==> config.mk <==
export PLATFORM = sky130hd
export DESIGN_NAME = lms_sample_engine
export DESIGN_NICKNAME = d
export VERILOG_FILES = /design/src/rtl/lms_pkg.sv /design/src/rtl/lms_dequant_rom.sv /design/src/rtl/lms_tap_mac.sv /design/src/rtl/lms_coef_bank.sv /design/src/rtl/lms_sample_engine.sv
export SDC_FILE = /design/constraint.sdc
export NUM_CORES = 2
export LEC_CHECK = 0
export ABC_AREA = 1
export BUFFER_PORTS_ARGS = -buffer_cell sky130_fd_sc_hd__buf_4
export CAP_MARGIN = 0
export CORE_MARGIN = 1.5
export CORE_UTILIZATION = 45
export CTS_CLUSTER_DIAMETER = 150
export CTS_CLUSTER_SIZE = 24
export DETAILED_ROUTE_END_ITERATION = 7
export GPL_ROUTABILITY_DRIVEN = 0
export PLACE_DENSITY = 0.67
export SYNTH_ARGS = -nofsm -noshare
export SYNTH_HDL_FRONTEND = slang
export SYNTH_SLANG_ARGS = --single-unit
==> constraint.sdc <==
create_clock -name clk -period 15.7 [get_ports clk]
set_input_delay 1.57 -clock clk [delete_from_list [all_inputs] [get_ports clk]]
set_output_delay 1.57 -clock clk [all_outputs]
set_load 0.02 [all_outputs]
==> src/rtl/lms_pkg.sv <==
package lms_pkg;

   typedef enum logic [1:0] {
      ST_IDLE = 2'd0,
      ST_RUN  = 2'd1,
      ST_FIN  = 2'd2
   } lms_state_e;

   // rounded (s+1)^2.75 for each scale index
   function automatic int scale_base(input int s);
      case (s)
         0: return 1;      1: return 7;      2: return 21;     3: return 45;
         4: return 84;     5: return 138;    6: return 211;    7: return 304;
         8: return 421;    9: return 562;    10: return 731;   11: return 928;
         12: return 1157;  13: return 1419;  14: return 1715;  default: return 2048;
      endcase
   endfunction

   // base scaled by 0.75 / 2.5 / 4.5 / 7, rounded half up (all values positive)
   function automatic int step_mag(input int s, input int k);
      int b;
      b = scale_base(s);
      case (k)
         0: return (3 * b + 2) / 4;
         1: return (5 * b + 1) / 2;
         2: return (9 * b + 1) / 2;
         default: return 7 * b;
      endcase
   endfunction

endpackage

==> src/rtl/lms_dequant_rom.sv <==
module lms_dequant_rom #(
   parameter int DATA_W = 16,
   parameter int SF_W   = 4,
   parameter int QR_W   = 3
) (
   input  logic [SF_W-1:0]          sf_idx,
   input  logic [QR_W-1:0]          qr_code,
   output logic signed [DATA_W-1:0] resid
);
   localparam int N_SF  = 1 << SF_W;
   localparam int N_MAG = 1 << (QR_W - 1);

   if (SF_W != 4 || QR_W != 3) begin : g_bad_shape
      $error("lms_dequant_rom: table is defined for a 4-bit scale and 3-bit code");
   end
   if (DATA_W < 16) begin : g_bad_width
      $error("lms_dequant_rom: DATA_W too small for the largest magnitude");
   end

   logic [DATA_W-1:0] mag_tab [N_SF][N_MAG];

   for (genvar s = 0; s < N_SF; s++) begin : g_sf
      for (genvar k = 0; k < N_MAG; k++) begin : g_mag
         localparam int MAG = lms_pkg::step_mag(s, k);
         assign mag_tab[s][k] = DATA_W'(MAG);
      end
   end

   logic [DATA_W-1:0] mag;
   assign mag   = mag_tab[sf_idx][qr_code[QR_W-1:1]];
   assign resid = qr_code[0] ? -$signed(mag) : $signed(mag);
endmodule

==> src/rtl/lms_tap_mac.sv <==
module lms_tap_mac #(
   parameter int DATA_W    = 16,
   parameter int ACC_W     = 34,
   parameter int MUL_STAGE = 0
) (
   input  logic                     clk,
   input  logic                     rst_n,
   input  logic                     clr,
   input  logic                     tap_vld,
   input  logic signed [DATA_W-1:0] op_a,
   input  logic signed [DATA_W-1:0] op_b,
   output logic signed [ACC_W-1:0]  acc
);
   localparam int PROD_W = 2 * DATA_W;

   if (ACC_W < PROD_W) begin : g_bad_acc
      $error("lms_tap_mac: accumulator narrower than one product");
   end

   logic signed [PROD_W-1:0] prod;
   logic signed [PROD_W-1:0] add_prod;
   logic                     add_vld;

   assign prod = op_a * op_b;

   if (MUL_STAGE != 0) begin : g_staged
      logic signed [PROD_W-1:0] prod_q;
      logic                     vld_q;
      always_ff @(posedge clk or negedge rst_n) begin
         if (!rst_n) begin
            prod_q <= '0;
            vld_q  <= 1'b0;
         end else begin
            prod_q <= prod;
            vld_q  <= tap_vld;
         end
      end
      assign add_prod = prod_q;
      assign add_vld  = vld_q;
   end else begin : g_direct
      assign add_prod = prod;
      assign add_vld  = tap_vld;
   end

   always_ff @(posedge clk or negedge rst_n) begin
      if (!rst_n)       acc <= '0;
      else if (clr)     acc <= '0;
      else if (add_vld) acc <= acc + ACC_W'(add_prod);
   end
endmodule

==> src/rtl/lms_coef_bank.sv <==
module lms_coef_bank #(
   parameter int DATA_W = 16,
   parameter int TAPS   = 4,
   localparam int IDX_W = $clog2(TAPS)
) (
   input  logic                     clk,
   input  logic                     rst_n,
   input  logic                     wr_en,
   input  logic                     wr_bank,
   input  logic [IDX_W-1:0]         wr_idx,
   input  logic [DATA_W-1:0]        wr_data,
   input  logic                     upd_en,
   input  logic signed [DATA_W-1:0] new_sample,
   input  logic signed [DATA_W-1:0] delta,
   input  logic [IDX_W-1:0]         tap_idx,
   output logic signed [DATA_W-1:0] tap_hist,
   output logic signed [DATA_W-1:0] tap_wt,
   input  logic                     rd_bank,
   input  logic [IDX_W-1:0]         rd_idx,
   output logic [DATA_W-1:0]        rd_data
);
   logic signed [DATA_W-1:0] hist [TAPS];
   logic signed [DATA_W-1:0] wts  [TAPS];

   for (genvar i = 0; i < TAPS; i++) begin : g_tap
      logic signed [DATA_W-1:0] hist_next;
      if (i == TAPS - 1) begin : g_newest
         assign hist_next = new_sample;
      end else begin : g_older
         assign hist_next = hist[i+1];
      end

      always_ff @(posedge clk or negedge rst_n) begin
         if (!rst_n) begin
            hist[i] <= '0;
            wts[i]  <= '0;
         end else if (upd_en) begin
            hist[i] <= hist_next;
            wts[i]  <= hist[i][DATA_W-1] ? wts[i] - delta : wts[i] + delta;
         end else if (wr_en && wr_idx == IDX_W'(i)) begin
            if (wr_bank) wts[i]  <= wr_data;
            else         hist[i] <= wr_data;
         end
      end
   end

   assign tap_hist = hist[tap_idx];
   assign tap_wt   = wts[tap_idx];
   assign rd_data  = rd_bank ? wts[rd_idx] : hist[rd_idx];
endmodule

==> src/rtl/lms_sample_engine.sv <==
module lms_sample_engine #(
   parameter int DATA_W      = 16,
   parameter int TAPS        = 4,
   parameter int SF_W        = 4,
   parameter int QR_W        = 3,
   parameter int PRED_SHIFT  = 13,
   parameter int DELTA_SHIFT = 4,
   parameter int MUL_STAGE   = 0,
   localparam int IDX_W      = $clog2(TAPS)
) (
   input  logic              clk,
   input  logic              rst_n,
   input  logic              start,
   input  logic [SF_W-1:0]   sf_idx,
   input  logic [QR_W-1:0]   qr_code,
   input  logic              wr_en,
   input  logic              wr_bank,
   input  logic [IDX_W-1:0]  wr_idx,
   input  logic [DATA_W-1:0] wr_data,
   input  logic              rd_bank,
   input  logic [IDX_W-1:0]  rd_idx,
   output logic [DATA_W-1:0] rd_data,
   output logic              busy,
   output logic              done,
   output logic [DATA_W-1:0] sample
);
   import lms_pkg::*;

   localparam int ACC_W  = 2 * DATA_W + IDX_W;
   localparam int LAST   = TAPS - 1 + MUL_STAGE;
   localparam int CNT_W  = $clog2(LAST + 2);
   localparam int SUM_W  = ACC_W + 1;
   localparam int HI_W   = SUM_W - DATA_W + 1;

   if (TAPS < 2 || (1 << IDX_W) != TAPS) begin : g_bad_taps
      $error("lms_sample_engine: TAPS must be a power of two >= 2");
   end
   if (MUL_STAGE != 0 && MUL_STAGE != 1) begin : g_bad_stage
      $error("lms_sample_engine: MUL_STAGE must be 0 or 1");
   end
   if (PRED_SHIFT >= ACC_W || DELTA_SHIFT >= DATA_W) begin : g_bad_shift
      $error("lms_sample_engine: shift exceeds operand width");
   end
   if (TAPS + 1 + MUL_STAGE > 40) begin : g_bad_budget
      $error("lms_sample_engine: decode latency exceeds the 40-cycle budget");
   end

   lms_state_e          state;
   logic [CNT_W-1:0]    cnt;
   logic [SF_W-1:0]     sf_q;
   logic [QR_W-1:0]     qr_q;

   logic                accept;
   logic                tap_vld;
   logic [IDX_W-1:0]    tap_idx;
   logic signed [DATA_W-1:0] tap_hist, tap_wt, resid, delta, sat_sample;
   logic signed [ACC_W-1:0]  acc, pred;
   logic signed [SUM_W-1:0]  sum;
   logic [HI_W-1:0]          sum_hi;

   assign busy    = (state != ST_IDLE);
   assign accept  = start && !busy;
   assign tap_vld = (state == ST_RUN) && (cnt < CNT_W'(TAPS));
   assign tap_idx = cnt[IDX_W-1:0];

   always_ff @(posedge clk or negedge rst_n) begin
      if (!rst_n) begin
         state  <= ST_IDLE;
         cnt    <= '0;
         sf_q   <= '0;
         qr_q   <= '0;
         done   <= 1'b0;
         sample <= '0;
      end else begin
         done <= 1'b0;
         case (state)
            ST_IDLE: if (start) begin
               state <= ST_RUN;
               cnt   <= '0;
               sf_q  <= sf_idx;
               qr_q  <= qr_code;
            end
            ST_RUN: begin
               cnt <= cnt + 1'b1;
               if (cnt == CNT_W'(LAST)) state <= ST_FIN;
            end
            ST_FIN: begin
               state  <= ST_IDLE;
               done   <= 1'b1;
               sample <= sat_sample;
            end
            default: state <= ST_IDLE;
         endcase
      end
   end

   lms_dequant_rom #(.DATA_W(DATA_W), .SF_W(SF_W), .QR_W(QR_W)) u_rom (
      .sf_idx (sf_q),
      .qr_code(qr_q),
      .resid  (resid)
   );

   lms_tap_mac #(.DATA_W(DATA_W), .ACC_W(ACC_W), .MUL_STAGE(MUL_STAGE)) u_mac (
      .clk    (clk),
      .rst_n  (rst_n),
      .clr    (accept),
      .tap_vld(tap_vld),
      .op_a   (tap_hist),
      .op_b   (tap_wt),
      .acc    (acc)
   );

   // prediction, residual add and clamp to the sample range
   assign pred   = acc >>> PRED_SHIFT;
   assign sum    = SUM_W'(pred) + SUM_W'(resid);
   assign sum_hi = sum[SUM_W-1:DATA_W-1];
   always_comb begin
      if (sum_hi == '0 || sum_hi == '1)
         sat_sample = sum[DATA_W-1:0];
      else if (sum[SUM_W-1])
         sat_sample = {1'b1, {(DATA_W-1){1'b0}}};
      else
         sat_sample = {1'b0, {(DATA_W-1){1'b1}}};
   end
   assign delta = resid >>> DELTA_SHIFT;

   lms_coef_bank #(.DATA_W(DATA_W), .TAPS(TAPS)) u_bank (
      .clk       (clk),
      .rst_n     (rst_n),
      .wr_en     (wr_en && !busy),
      .wr_bank   (wr_bank),
      .wr_idx    (wr_idx),
      .wr_data   (wr_data),
      .upd_en    (state == ST_FIN),
      .new_sample(sat_sample),
      .delta     (delta),
      .tap_idx   (tap_idx),
      .tap_hist  (tap_hist),
      .tap_wt    (tap_wt),
      .rd_bank   (rd_bank),
      .rd_idx    (rd_idx),
      .rd_data   (rd_data)
   );
endmodule

==> metrics.txt <==
final critical-path share of the clock period=52.8%; most instantiated flip-flop cell in the synthesis netlist=dfrtp_1; number of antenna violations at the first check in global routing=1; number of cells produced by synthesis=3,700; count of buffers inserted at the top-level ports=between 60 and 70; number of resized instances in the post-cts repair step=0; DRC violation total after the first TritonRoute iteration=2,718; detailed-route wire length=between 80 and 90 mm; nature of the critical path startpoint=flop; most frequent cell on the critical path=fa_1; total DRC errors in the routed layout=10; setup repair after global routing missed its margin=no; slowest cell delay on critical path=0.75 ns; Max FO, Critical Path=47; worst clock skew=between 0.02 and 0.025 ns; Min-Delay Path Class=reg2reg; upper clock frequency limit=121 MHz; final design area excluding fillers=28,800 um^2; final-report setup violation count=0; failing checks=DRC; height of the die=around 250 um; Synthesized Nets=4,243; CP top delay family=adder cells; share of post-route cells with drive strength above 1=6.09%; count of boundary I/O pins=67; Skew-Pair Late Insertion Delay=0.52 ns; CP endpoint kind=flop; via density per instance=around 5.7; distinct cell type count of the synthesized netlist=52; number of H-tree branching levels=4; initial core utilization=45.7%; Die X=248 um; detailed-routing iteration count for the pre-antenna-repair pass=8; Clock transition at path regs=~0.080 ns; number of enable-type register cells in the synthesized netlist=0; area added between synthesis and finish=6.36%; Core Footprint=just under 60,000 um^2; pin count of the biggest net entering global routing=90; number of hold buffers added after CTS=0; Num Clock Sinks=191; top cells by area in the synthesized netlist=fa_1 (23%), dfrtp_1 (18%), nand2_1 (11%), ha_1 (9.3%), inv_1 (8.0%); Post-DP HPWL=68.5 mm; final setup TNS=0 ns; outcome=complete, but fails checks; setup slack of the worst register-to-register path=roughly 7.4 ns; Buf/Inv on CP=7; endpoint required time on the critical path=around 16 ns; syn_area_per_cell=around 7.3 um^2; die footprint=61,600 um^2; area share of the largest cell type after synthesis=22.9%; post-synth design cell area=27,000 um^2; Max-Cap Viols=0; total setup buffers inserted after CTS=0; first-pass GRT wire length=139 mm; Overflow after GRT=0; # nets final=4,224; final routed wire length divided by cell count=slightly below 20 um; YS warnings=0; Arrival @ worst endpoint=8.69 ns; max-slew violation count=0; pin slew with the least headroom to its limit=between 1 and 1.5 ns; Critical-path top delay cell=fa_1; post-synth top area cell=fa_1; Period minus WS final=8.29 ns; number of buffers created by CTS=17; via count of the first global-routing pass=24,100; Post-DRT Antenna Nets=0; cell row count=just under 90; sequential cell area fraction in the yosys report=17.7%; via count=25,300; maximum buffer depth of the clock tree=2; number of hold violations in the final report=0; DP Area=28,200 um^2; aggregate global-route resource usage=a little under 30%; worst-case headroom to the max-slew limit=16.0%; Clk Tree Root Cell=clkbuf_16; clock tree from TritonCTS=built; #FFs+latches synth=roughly 190; category of the most critical setup path=reg2reg; share of flip-flops with an asynchronous set or reset=100%
kinds of logic (layout without fill, tap and decap cells):
family	count (synthesis)	count (layout)	share of synthesized area [%]
other cells	0	1	0
fa+ha+maj	510	510	32.2
xor+xnor	59	59	1.91
flops	191	191	17.7
compound gates	779	779	15.8
mux	14	14	0.583
simple gates	1400	1400	21.2
buf+inv	747	740	10.7
placed cells by master (no fill, tap or decap), types with 5 or more instances in the layout:
| cell type | instances |
|---|---|
| o21ai_0 | 276 |
| xor2_1 | 32 |
| clkinv_1 | 9 |
| nand2_1 | 801 |
| or2_2 | 9 |
| buf_4 | 104 |
| a211oi_1 | 11 |
| nand2_2 | 21 |
| nor2_1 | 376 |
| nand3b_1 | 6 |
| a32oi_1 | 31 |
| o31ai_1 | 11 |
| inv_1 | 577 |
| o211ai_1 | 9 |
| a31oi_1 | 75 |
| mux2_2 | 14 |
| fa_1 | 310 |
| a21o_1 | 5 |
| nor4_1 | 6 |
| nor3_1 | 13 |
| inv_8 | 5 |
| ha_1 | 200 |
| nand2_4 | 5 |
| nor2_2 | 5 |
| inv_2 | 15 |
| nand3_1 | 132 |
| xnor2_1 | 27 |
| nor2_4 | 7 |
| dfrtp_1 | 190 |
| o21ai_1 | 20 |
| a21oi_1 | 319 |
| clkbuf_16 | 17 |
| nand4_1 | 9 |
flip-flops by register name, indices dropped and copies added (netlist names), 2 cells and up:
name / count
cnt: 3
qr_q: 3
sf_q: 4
state: 2
u_bank.wts: 64
u_bank.g_tap.hist_next: 48
u_bank.hist: 16
sample: 16
u_mac.acc: 34
worst reg2reg max path, delay by kind of cell (launching register included):
| family | cells | cell delay, ns |
|---|---|---|
| flip-flops | 1 | 0.56 |
| adder cells (fa/ha/maj) | 7 | 3.66 |
| buffers and inverters | 7 | 1.34 |
| AND/OR/NAND/NOR | 9 | 1.48 |
| AO/OA/AOI/OAI | 5 | 1.12 |
stage by stage:
step / std cells / setup slack [ns] / util (%) / hold WS (ns)
2_1_floorplan: 3700 / 8.70 / - / 0.475
3_3_place_gp: 4435 / 7.61 / 47.6 / 0.467
3_5_place_dp: 4435 / 7.49 / 47.6 / 0.472
4_1_cts: 4466 / 7.47 / 48.6 / 0.501
5_1_grt: 4466 / 6.84 / 48.6 / 0.515
6_report: 4467 / 7.41 / 48.6 / 0.493
synthesized netlist by cell type (13+ instances only):
cell type and n:
a21oi_1 319, a31oi_1 75, a32oi_1 31, buf_1 24, clkbuf_1 98, dfrtp_1 191, fa_1 310, ha_1 200
inv_1 579, inv_2 15, mux2_2 14, nand2_1 801, nand2_2 21, nand3_1 132, nor2_1 378, nor3_1 13
o21ai_0 276, o21ai_1 20, xnor2_1 27, xor2_1 32
metal layers:
| layer | global-route usage, % | vias to the layer above | share of wire (%) |
|---|---|---|---|
| met1 | 41.6 | 12000 | 42 |
| met5 | 0 | - | 0 |
| li1 | - | 11800 | - |
| met2 | 43.9 | 1292 | 42 |
| met4 | 13.4 | 0 | 4.7 |
| met3 | 6.82 | 190 | 11 |
path summary, 6_finish.rpt:
check                            from              to  depth (start not counted)
setup / recovery               cnt[0]   u_mac.acc[32]                         28
min in group asynchronous       rst_n  u_bank.wts[57]                          1
max in group asynchronous       rst_n   u_mac.acc[11]                          2
setup reg to reg               cnt[0]   u_mac.acc[32]                         28
hold reg to reg            sample[15]      sample[15]                          2
hold / removal             sample[15]      sample[15]                          2
cell type report:
cell class                 instances  area [um^2]
fill                            5962        30500
multi-input combinational       2762        19400
sequential                       191         4780
inverter                         604         2270
tap                              773          967
timing repair buffer             105          795
clock buffer                      17          425
clock inverter                    14          143
antenna                            1         2.50
Power is left out: the tool's default activity adds up to more than one toggle a clock period on the data nets, which glitch-free logic cannot reach.
